$ cat src/rtl/wsub_pkg.sv
package wsub_pkg;

    localparam int WIDE_W   = 32;
    localparam int NARROW_W = 16;
    localparam int FLAG_W   = 4;

    localparam logic [2:0] RM_RNE = 3'd0;
    localparam logic [2:0] RM_RTZ = 3'd1;
    localparam logic [2:0] RM_RDN = 3'd2;
    localparam logic [2:0] RM_RUP = 3'd3;
    localparam logic [2:0] RM_RMM = 3'd4;

    localparam logic [WIDE_W-1:0] QNAN_CANON = 32'h7FC0_0000;

    typedef struct packed {
        logic nv;
        logic of;
        logic uf;
        logic nx;
    } fflags_t;

    function automatic logic [4:0] lead_zeros27(input logic [26:0] v);
        logic [4:0] c;
        logic       hit;
        c   = 5'd27;
        hit = 1'b0;
        for (int i = 26; i >= 0; i--) begin
            if (!hit && v[i]) begin
                c   = 5'(26 - i);
                hit = 1'b1;
            end
        end
        return c;
    endfunction

endpackage

$ cat src/rtl/wsub_widen.sv
module wsub_widen
    import wsub_pkg::*;
(
    input  logic [NARROW_W-1:0] half_i,
    output logic [WIDE_W-1:0]   single_o
);

    logic        sgn;
    logic [4:0]  hexp;
    logic [9:0]  hman;
    logic [3:0]  msb_pos;
    logic [23:0] norm_man;

    always_comb begin
        sgn     = half_i[15];
        hexp    = half_i[14:10];
        hman    = half_i[9:0];
        msb_pos = '0;
        for (int i = 0; i < 10; i++) begin
            if (hman[i]) msb_pos = 4'(i);
        end
        norm_man = {14'b0, hman} << (5'd23 - {1'b0, msb_pos});

        if (hexp == 5'd0) begin
            if (hman == 10'd0) single_o = {sgn, 31'b0};
            else               single_o = {sgn, 8'({4'b0, msb_pos}) + 8'd103, norm_man[22:0]};
        end else if (hexp == 5'h1F) begin
            single_o = {sgn, 8'hFF, hman, 13'b0};
        end else begin
            single_o = {sgn, {3'b0, hexp} + 8'd112, hman, 13'b0};
        end
    end

    always_comb begin
        if (half_i[14:10] != 5'h1F) begin
            AST_WIDEN_FINITE: assert (single_o[30:23] != 8'hFF);
        end
    end

endmodule

$ cat src/rtl/wsub_fpsub.sv
module wsub_fpsub
    import wsub_pkg::*;
(
    input  logic [WIDE_W-1:0] a_i,
    input  logic [WIDE_W-1:0] b_i,
    input  logic [2:0]        rm_i,
    output logic [WIDE_W-1:0] res_o,
    output fflags_t           flg_o
);

    logic        a_nan, b_nan, a_snan, b_snan, a_inf, b_inf;
    logic        sa, sb, a_big, xs, ys;
    logic [7:0]  ea, eb, xe, ye, dexp;
    logic [23:0] ma, mb, xm, ym;
    logic [26:0] yext, yshift, lost_mask, yal, nrm;
    logic [27:0] sum;
    logic [4:0]  lz, sh;
    logic [8:0]  ef;
    logic [22:0] frac;
    logic [31:0] pk;
    logic        g, rs, inexact, inc, ovf, to_inf;

    always_comb begin
        a_nan  = (&a_i[30:23]) && (|a_i[22:0]);
        b_nan  = (&b_i[30:23]) && (|b_i[22:0]);
        a_snan = a_nan && !a_i[22];
        b_snan = b_nan && !b_i[22];
        a_inf  = (&a_i[30:23]) && !(|a_i[22:0]);
        b_inf  = (&b_i[30:23]) && !(|b_i[22:0]);
        sa     = a_i[31];
        sb     = ~b_i[31];

        ea = (a_i[30:23] == 8'd0) ? 8'd1 : a_i[30:23];
        eb = (b_i[30:23] == 8'd0) ? 8'd1 : b_i[30:23];
        ma = {|a_i[30:23], a_i[22:0]};
        mb = {|b_i[30:23], b_i[22:0]};

        a_big = {ea, ma} >= {eb, mb};
        xs = a_big ? sa : sb;
        xe = a_big ? ea : eb;
        xm = a_big ? ma : mb;
        ys = a_big ? sb : sa;
        ye = a_big ? eb : ea;
        ym = a_big ? mb : ma;

        dexp      = xe - ye;
        yext      = {ym, 3'b0};
        yshift    = yext >> dexp;
        lost_mask = ~({27{1'b1}} << dexp);
        yal       = {yshift[26:1], yshift[0] | (|(yext & lost_mask))};

        if (xs ^ ys) sum = {1'b0, xm, 3'b0} - {1'b0, yal};
        else         sum = {1'b0, xm, 3'b0} + {1'b0, yal};

        lz = lead_zeros27(sum[26:0]);
        sh = '0;
        if (sum[27]) begin
            nrm = {sum[27:2], sum[1] | sum[0]};
            ef  = {1'b0, xe} + 9'd1;
        end else begin
            if ({3'b0, lz} < (xe - 8'd1)) sh = lz;
            else                          sh = 5'(xe - 8'd1);
            nrm = sum[26:0] << sh;
            ef  = {1'b0, xe} - {4'b0, sh};
        end
        if (!nrm[26]) ef = '0;

        frac    = nrm[25:3];
        g       = nrm[2];
        rs      = |nrm[1:0];
        inexact = g | rs;
        case (rm_i)
            RM_RTZ:  inc = 1'b0;
            RM_RDN:  inc = xs & inexact;
            RM_RUP:  inc = ~xs & inexact;
            RM_RMM:  inc = g;
            default: inc = g & (rs | nrm[3]);
        endcase
        case (rm_i)
            RM_RTZ:  to_inf = 1'b0;
            RM_RDN:  to_inf = xs;
            RM_RUP:  to_inf = ~xs;
            default: to_inf = 1'b1;
        endcase

        pk  = {ef, frac} + {31'b0, inc};
        ovf = pk[31:23] >= 9'd255;

        res_o = {xs, pk[30:0]};
        flg_o = '{nv: 1'b0, of: 1'b0, uf: ~nrm[26] & inexact, nx: inexact};
        if (ovf) begin
            res_o = to_inf ? {xs, 8'hFF, 23'b0} : {xs, 8'hFE, 23'h7FFFFF};
            flg_o = '{nv: 1'b0, of: 1'b1, uf: 1'b0, nx: 1'b1};
        end
        if (sum == 28'd0) begin
            res_o = {(sa == sb) ? sa : (rm_i == RM_RDN), 31'b0};
            flg_o = '0;
        end

        if (a_nan || b_nan) begin
            res_o = QNAN_CANON;
            flg_o = '{nv: a_snan | b_snan, of: 1'b0, uf: 1'b0, nx: 1'b0};
        end else if (a_inf && b_inf) begin
            res_o = (sa != sb) ? QNAN_CANON : {sa, 8'hFF, 23'b0};
            flg_o = '{nv: sa != sb, of: 1'b0, uf: 1'b0, nx: 1'b0};
        end else if (a_inf) begin
            res_o = {sa, 8'hFF, 23'b0};
            flg_o = '0;
        end else if (b_inf) begin
            res_o = {sb, 8'hFF, 23'b0};
            flg_o = '0;
        end
    end

    always_comb begin
        if ((&res_o[30:23]) && (|res_o[22:0])) begin
            AST_NAN_CANON: assert (res_o == QNAN_CANON);
        end
        if (res_o[30:0] == 31'd0) begin
            AST_ZERO_EXACT: assert (!flg_o.nx);
        end
    end

endmodule

$ cat src/rtl/wsub_elem_ctl.sv
module wsub_elem_ctl
    import wsub_pkg::*;
#(
    parameter int CNT_W = 5
) (
    input  logic [CNT_W-1:0]  idx_i,
    input  logic [CNT_W-1:0]  vl_i,
    input  logic              vm_i,
    input  logic              mbit_i,
    input  logic              vta_i,
    input  logic              vma_i,
    input  logic [WIDE_W-1:0] res_i,
    input  logic [WIDE_W-1:0] old_i,
    input  fflags_t           flg_i,
    output logic [WIDE_W-1:0] data_o,
    output fflags_t           flg_o
);

    logic tail, active, agnostic;

    always_comb begin
        tail     = idx_i >= vl_i;
        active   = !tail && (vm_i || mbit_i);
        agnostic = tail ? vta_i : vma_i;
        if (active)        data_o = res_i;
        else if (agnostic) data_o = '1;
        else               data_o = old_i;
        flg_o = active ? flg_i : '0;
    end

endmodule

$ cat src/rtl/wsub_lane.sv
module wsub_lane
    import wsub_pkg::*;
#(
    parameter int MAX_ELEMS = 16,
    localparam int IDX_W = (MAX_ELEMS > 1) ? $clog2(MAX_ELEMS) : 1,
    localparam int CNT_W = IDX_W + 1
) (
    input  logic                 clk_i,
    input  logic                 rst_ni,
    input  logic                 start_i,
    input  logic [CNT_W-1:0]     vl_i,
    input  logic [CNT_W-1:0]     vlmax_i,
    input  logic                 vm_i,
    input  logic [MAX_ELEMS-1:0] v0_i,
    input  logic                 vta_i,
    input  logic                 vma_i,
    input  logic [2:0]           frm_i,
    output logic [IDX_W-1:0]     rd_idx_o,
    output logic                 rd_vld_o,
    input  logic [WIDE_W-1:0]    vs2_i,
    input  logic [NARROW_W-1:0]  vs1_i,
    input  logic [WIDE_W-1:0]    vd_old_i,
    output logic                 wr_en_o,
    output logic [IDX_W-1:0]     wr_idx_o,
    output logic [WIDE_W-1:0]    wr_data_o,
    output logic                 done_o,
    output logic [FLAG_W-1:0]    fflags_o
);

    localparam logic [CNT_W-1:0] CNT_ONE = 1;
    localparam logic [IDX_W-1:0] IDX_ONE = 1;

    typedef struct packed {
        logic                 busy;
        logic                 last;
        logic [IDX_W-1:0]     idx;
        logic [CNT_W-1:0]     vl;
        logic [CNT_W-1:0]     vlmax;
        logic                 vm;
        logic                 vta;
        logic                 vma;
        logic [2:0]           frm;
        logic [MAX_ELEMS-1:0] mask;
        logic                 wr_en;
        logic [IDX_W-1:0]     wr_idx;
        logic [WIDE_W-1:0]    wr_data;
        logic                 done;
        fflags_t              flags;
    } lane_st_t;

    lane_st_t st_d, st_q;

    logic [WIDE_W-1:0] sub_wide;
    logic [WIDE_W-1:0] sub_res;
    fflags_t           sub_flg;
    logic [WIDE_W-1:0] elem_data;
    fflags_t           elem_flg;

    wsub_widen u_widen (
        .half_i   (vs1_i),
        .single_o (sub_wide)
    );

    wsub_fpsub u_fpsub (
        .a_i   (vs2_i),
        .b_i   (sub_wide),
        .rm_i  (st_q.frm),
        .res_o (sub_res),
        .flg_o (sub_flg)
    );

    wsub_elem_ctl #(.CNT_W(CNT_W)) u_ctl (
        .idx_i  ({1'b0, st_q.idx}),
        .vl_i   (st_q.vl),
        .vm_i   (st_q.vm),
        .mbit_i (st_q.mask[st_q.idx]),
        .vta_i  (st_q.vta),
        .vma_i  (st_q.vma),
        .res_i  (sub_res),
        .old_i  (vd_old_i),
        .flg_i  (sub_flg),
        .data_o (elem_data),
        .flg_o  (elem_flg)
    );

    always_comb begin
        st_d       = st_q;
        st_d.wr_en = 1'b0;
        st_d.done  = st_q.last;
        st_d.last  = 1'b0;
        if (st_q.busy) begin
            st_d.wr_en   = 1'b1;
            st_d.wr_idx  = st_q.idx;
            st_d.wr_data = elem_data;
            st_d.flags   = st_q.flags | elem_flg;
            if ({1'b0, st_q.idx} == st_q.vlmax - CNT_ONE) begin
                st_d.busy = 1'b0;
                st_d.last = 1'b1;
            end else begin
                st_d.idx = st_q.idx + IDX_ONE;
            end
        end else if (start_i && !st_q.last) begin
            st_d.busy  = 1'b1;
            st_d.idx   = '0;
            st_d.vl    = vl_i;
            st_d.vlmax = vlmax_i;
            st_d.vm    = vm_i;
            st_d.vta   = vta_i;
            st_d.vma   = vma_i;
            st_d.frm   = frm_i;
            st_d.mask  = v0_i;
            st_d.flags = '0;
        end
    end

    always_ff @(posedge clk_i or negedge rst_ni) begin
        if (!rst_ni) st_q <= '0;
        else         st_q <= st_d;
    end

    assign rd_idx_o  = st_q.idx;
    assign rd_vld_o  = st_q.busy;
    assign wr_en_o   = st_q.wr_en;
    assign wr_idx_o  = st_q.wr_idx;
    assign wr_data_o = st_q.wr_data;
    assign done_o    = st_q.done;
    assign fflags_o  = st_q.flags;

    AST_WR_ONLY_BUSY: assert property (@(posedge clk_i) disable iff (!rst_ni)
        wr_en_o |-> $past(st_q.busy));

    AST_IDX_BOUND: assert property (@(posedge clk_i) disable iff (!rst_ni)
        st_q.busy |-> ({1'b0, st_q.idx} < st_q.vlmax));

    AST_WR_ASCEND: assert property (@(posedge clk_i) disable iff (!rst_ni)
        (wr_en_o && $past(wr_en_o)) |-> (wr_idx_o == $past(wr_idx_o) + IDX_ONE));

    AST_DONE_AFTER_LAST: assert property (@(posedge clk_i) disable iff (!rst_ni)
        done_o |-> ($past(wr_en_o) && ({1'b0, $past(wr_idx_o)} == st_q.vlmax - CNT_ONE)));

    AST_TAIL_NO_FLAGS: assert property (@(posedge clk_i) disable iff (!rst_ni)
        (wr_en_o && ({1'b0, wr_idx_o} >= st_q.vl)) |-> (fflags_o == $past(fflags_o)));

    AST_TAIL_ONES: assert property (@(posedge clk_i) disable iff (!rst_ni)
        (wr_en_o && ({1'b0, wr_idx_o} >= st_q.vl) && st_q.vta) |-> (&wr_data_o));

endmodule

$ cat config.mk
export PLATFORM = sky130hd
export DESIGN_NAME = wsub_lane
export DESIGN_NICKNAME = d
export VERILOG_FILES = /design/src/rtl/wsub_pkg.sv /design/src/rtl/wsub_widen.sv /design/src/rtl/wsub_fpsub.sv /design/src/rtl/wsub_elem_ctl.sv /design/src/rtl/wsub_lane.sv
export SDC_FILE = /design/constraint.sdc
export NUM_CORES = 1
export LEC_CHECK = 0
export BUFFER_PORTS_ARGS = -buffer_cell sky130_fd_sc_hd__clkbuf_2
export CAP_MARGIN = 5
export CORE_MARGIN = 5
export CORE_UTILIZATION = 65
export DETAILED_ROUTE_END_ITERATION = 12
export PLACE_DENSITY_LB_ADDON = 0.3
export SKIP_CTS_REPAIR_TIMING = 1
export SYNTH_ARGS = -nofsm -noshare
export SYNTH_HDL_FRONTEND = slang
export SYNTH_SLANG_ARGS = --single-unit
$ cat constraint.sdc
create_clock -name clk_i -period 6.2 [get_ports clk_i]
set_input_delay 0.31 -clock clk_i [delete_from_list [all_inputs] [get_ports clk_i]]
set_output_delay 0.31 -clock clk_i [all_outputs]
set_load 0.1 [all_outputs]
==> run_results.csv, run 1 <==
group,metric,value,unit
floorplanning,rows,60,
global_route,grt_pass1_wl,223,mm
logic_synthesis,yosysTopAreaCell,"dfrtp_1",
clocking,clock-sinks,80,
floorplanning,die_h,175,microns
placed_design,port_buffers,161,
global_route,grtUsageTotal,0.907,
logic_synthesis,ys_seq_elements,80,
outcome,firstError,"[ERROR GRT-0116] Global routing finished with congestion. Check the congestion regions in the DRC Viewer.",
outcome,haltStage,"global routing (5_1_grt)",
logic_synthesis,ys_async_sr_fraction,1.00,
global_route,grt.overflow.total,1255,
clocking,max-clock-path-buffers,2,
logic_synthesis,synth_commonest_cells,"nor2_1 (242), nand2_1 (232), o21ai_0 (179), a21oi_1 (170), inv_1 (116)",
logic_synthesis,synthTopCellsByArea,"dfrtp_1 (11%), ha_1 (7.7%), nor2_1 (5.1%)",
logic_synthesis,ys_seq_area_frac,0.113,
logic_synthesis,postSynthAreaPerCell,7.02,sq um
logic_synthesis,synthFlopType,"dfrtp_1",
placed_design,gp_congestion,1.36,
floorplanning,initial_core_util,0.657,
placed_design,dp_hpwl,81.4,mm
global_route,grt_pass1_vias,35300,
global_route,grt_max_degree,81,
placed_design,place_ws,-9290,ps
placed_design,place_area,24700,sq um
logic_synthesis,syn_area,17700,sq um
floorplanning,ios,162,
logic_synthesis,synth_cells,2517,
logic_synthesis,yosysWarnings,0,
logic_synthesis,synth_cell_type_count,127,
clocking,h-tree-depth,3,
outcome,outcome,"did not finish",
logic_synthesis,synth_top_cell_area_share,0.113,
logic_synthesis,synth_edf_count,0,
clocking,numCtsBuffers,9,
clocking,cts_root_buf,"clkbuf_16",
floorplanning,die_x,175,microns
logic_synthesis,synth.most_common_cell,"nor2_1",
kinds of logic after synthesis:
logic type                 after synthesis  share of synthesized area
AOI/OAI and AO/OA                      859                      0.343
xor gates and xnor gates                72                     0.0361
adders and majority gates              111                     0.0795
buffers and inverters                  338                     0.0875
DFF                                     80                      0.113
muxes                                  109                     0.0701
other                                    2                   0.000425
and+or+nand+nor                        946                      0.270
stage by stage:
stage               utilization  std cells
CTS                       0.932       3683
detailed placement        0.921       3667
global placement          0.921       3667
floorplan                     -       2528
layer usage:
metal / global-route usage / overflow
met5: 0.494 / 3
met4: 0.970 / 340
met3: 0.755 / 31
met2: 1.10 / 849
met1: 0.853 / 32
==> inputs of run 2 (changes only) <==
Settings changed: CORE_UTILIZATION 65 to 40, PLACE_DENSITY_LB_ADDON 0.3 to 0.15.
==> run 2 against run 1 <==
The flow now finishes, with violations (setup timing). Synthesized cell count did not move. Synthesized area is the same.
==> run_results.csv, run 2 <==
group,metric,value,unit
logic_synthesis,synth_commonest_cells,"nor2_1 (242), nand2_1 (232), o21ai_0 (179), a21oi_1 (170), inv_1 (116)",
floorplanning,die_x,220,microns
logic_synthesis,synth.most_common_cell,"nor2_1",
global_route,grt_pass1_vias,22700,
worst_setup_path,cp-startpoint,"vs1_i[6]",
logic_synthesis,synth_top_cell_area_share,0.113,
logic_synthesis,ys_seq_area_frac,0.113,
worst_setup_path,crit_buf_inv,9,
logic_synthesis,synth_cell_type_count,127,
clocking,clk_latency,340,ps
logic_synthesis,yosysTopAreaCell,"dfrtp_1",
cells_and_area,multi_input_area,15200,sq um
timing,slew_viol_final,0,
worst_setup_path,required,6450,ps
logic_synthesis,ys_seq_elements,80,
floorplanning,initial_core_util,0.402,
route,drt-total-wl,85.0,mm
floorplanning,die_h,220,microns
clocking,max-clock-path-buffers,2,
global_route,grt.overflow.total,0,
job,cap_violations,0,
cells_and_area,final_common_cell,"buf_4",
placed_design,dp.cells,3966,
floorplanning,ios,162,
worst_setup_path,slowest_delay,580,ps
worst_hold_path,hold_path_class,"input pin to asynchronous set/reset pin",
route,vias,23700,
timing,finalSetupTns,-255910,ps
placed_design,dp_hpwl,70.9,mm
placed_design,gp_congestion,1.01,
timing,hold_viol_final,0,
timing,rsz0062_at_grt,"yes",
floorplanning,core_area,43900,sq um
outcome,violations,"setup timing",
global_route,grt_pass1_wl,129,mm
route,drtIter0Drc,2182,
timing,layout_min_cycle_time,13820,ps
floorplanning,rows,77,
route,ant_nets,0,
cells_and_area,stdcell_count,4020,
cells_and_area,syn_to_final_growth,52.7,%
worst_setup_path,r2r_end,"wr_data_o[4]",
worst_setup_path,critPathKind,"input pin to register",
cells_and_area,fin_nets,3648,
power,p_leak,12.5,nW
cells_and_area,drive_gt1_frac,0.417,
clocking,cts_tree,"done",
logic_synthesis,synth_edf_count,0,
outcome,outcome,"finished with violations",
worst_setup_path,cp_top_family,"simple AND/OR/NAND/NOR gates",
route,vias_per_cell,5.88,
route,post_drt_wl_per_cell,21.2,microns
route,drt_pass1_iterations,6,
cells_and_area,final_cell_mix,"buf_4 (911), nor2_1 (229), nand2_1 (224), clkbuf_2 (157)",
cells_and_area,regArea,2000,sq um
route,drc,0,
global_route,grtUsageTotal,0.333,
timing,worst_pin_slew,1000,ps
timing,skew,10.9,ps
worst_setup_path,end_kind,"register",
logic_synthesis,synthTopCellsByArea,"dfrtp_1 (11%), ha_1 (7.7%), nor2_1 (5.1%)",
logic_synthesis,syn_area,17700,sq um
timing,min_period_over_period,2.23,
timing,setup_viol,35,
worst_setup_path,crit_slowest_cell,"or4_4",
worst_setup_path,reg2reg_slack,2100,ps
global_route,antenna_found_initial,1,
worst_setup_path,reg2regPathDepth,15,
timing,fmax,72.3,MHz
clocking,h-tree-depth,3,
placed_design,port_buffers,161,
clocking,numCtsBuffers,9,
logic_synthesis,synthFlopType,"dfrtp_1",
logic_synthesis,postSynthAreaPerCell,7.02,sq um
logic_synthesis,synth_cells,2517,
logic_synthesis,yosysWarnings,0,
clocking,path_clk_slew,70,ps
worst_setup_path,regToRegStartpoint,"rd_idx_o[0]",
timing,finalWorstSetupSlack,-7620,ps
power,p_per_area,468,nW/um^2
timing,max_slew_margin,0.330,
global_route,grt_max_degree,81,
clocking,cts_root_buf,"clkbuf_16",
worst_setup_path,start_kind,"input pin",
logic_synthesis,ys_async_sr_fraction,1.00,
worst_setup_path,worstPathMaxFanout,11,
power,vdd_ir_drop_max,0.000578,V
worst_setup_path,worstPathArrival,14080,ps
clocking,clock-sinks,80,
cells_and_area,fillers,4125,
floorplanning,dieArea,48500,sq um
==> run 2: cell counts after synthesis <==
No cell type changed its count.
==> run 2: logic make-up after synthesis <==
logic type	share of synthesized area
AND/OR/NAND/NOR	0.270
AO/OA/AOI/OAI	0.343
buffers and inverters	0.0875
adder cells (fa/ha/maj)	0.0795
multiplexers	0.0701
flip-flops	0.113
XOR/XNOR	0.0361
other	0.000425
==> run 2: worst max-delay path by stage <==
stage	end	slack [ps]	cells after the start
after detailed placement	wr_data_o[5]	-8270	69
after CTS	wr_data_o[15]	-8040	69
after floorplan	wr_data_o[15]	-8070	79
after global placement	wr_data_o[26]	-8080	71
final	wr_data_o[2]	-7620	62
after global routing	wr_data_o[2]	-8350	67
==> run 2: area by class of cell <==
class / instances / share of cell area
Inverter: 120 / 0.0171
Tap cell: 592 / 0.0275
Sequential cell: 80 / 0.0743
Timing Repair Buffer: 1100 / 0.303
Antenna cell: 1 / 0.0000928
Clock buffer: 10 / 0.00849
Multi-Input combinational cell: 2111 / 0.565
Clock inverter: 6 / 0.00520
==> run 2: through the flow <==
stage               hold slack [ps]  total power [W]  area [sq um]   util  worst slack (ps)
floorplan                      14.4          0.00719         18300      -             -8070
global placement                380           0.0110         25500  0.581             -8080
detailed placement              382           0.0111         25500  0.581             -8270
CTS                             171           0.0119         25900  0.589             -8040
global route                    197           0.0134         27000  0.614             -8350
finish                          125           0.0126         27000  0.614             -7620
==> run 2: routing by layer <==
metal,part of all wire,track usage,vias up
li1,-,-,11200
met1,0.42,0.442,11300
met2,0.47,0.579,1011
met3,0.066,0.0257,189
met4,0.038,0.101,0
met5,0,0,-
==> run 2: power by group <==
group | leakage (nW) | switching (W) | internal [W]
clock network | 0.179 | 0.000222 | 0.000439
logic | 11.4 | 0.00625 | 0.00468
registers | 0.939 | 0.000201 | 0.000822
total | 12.5 | 0.00668 | 0.00594
Power figures use the tool's default switching activity.
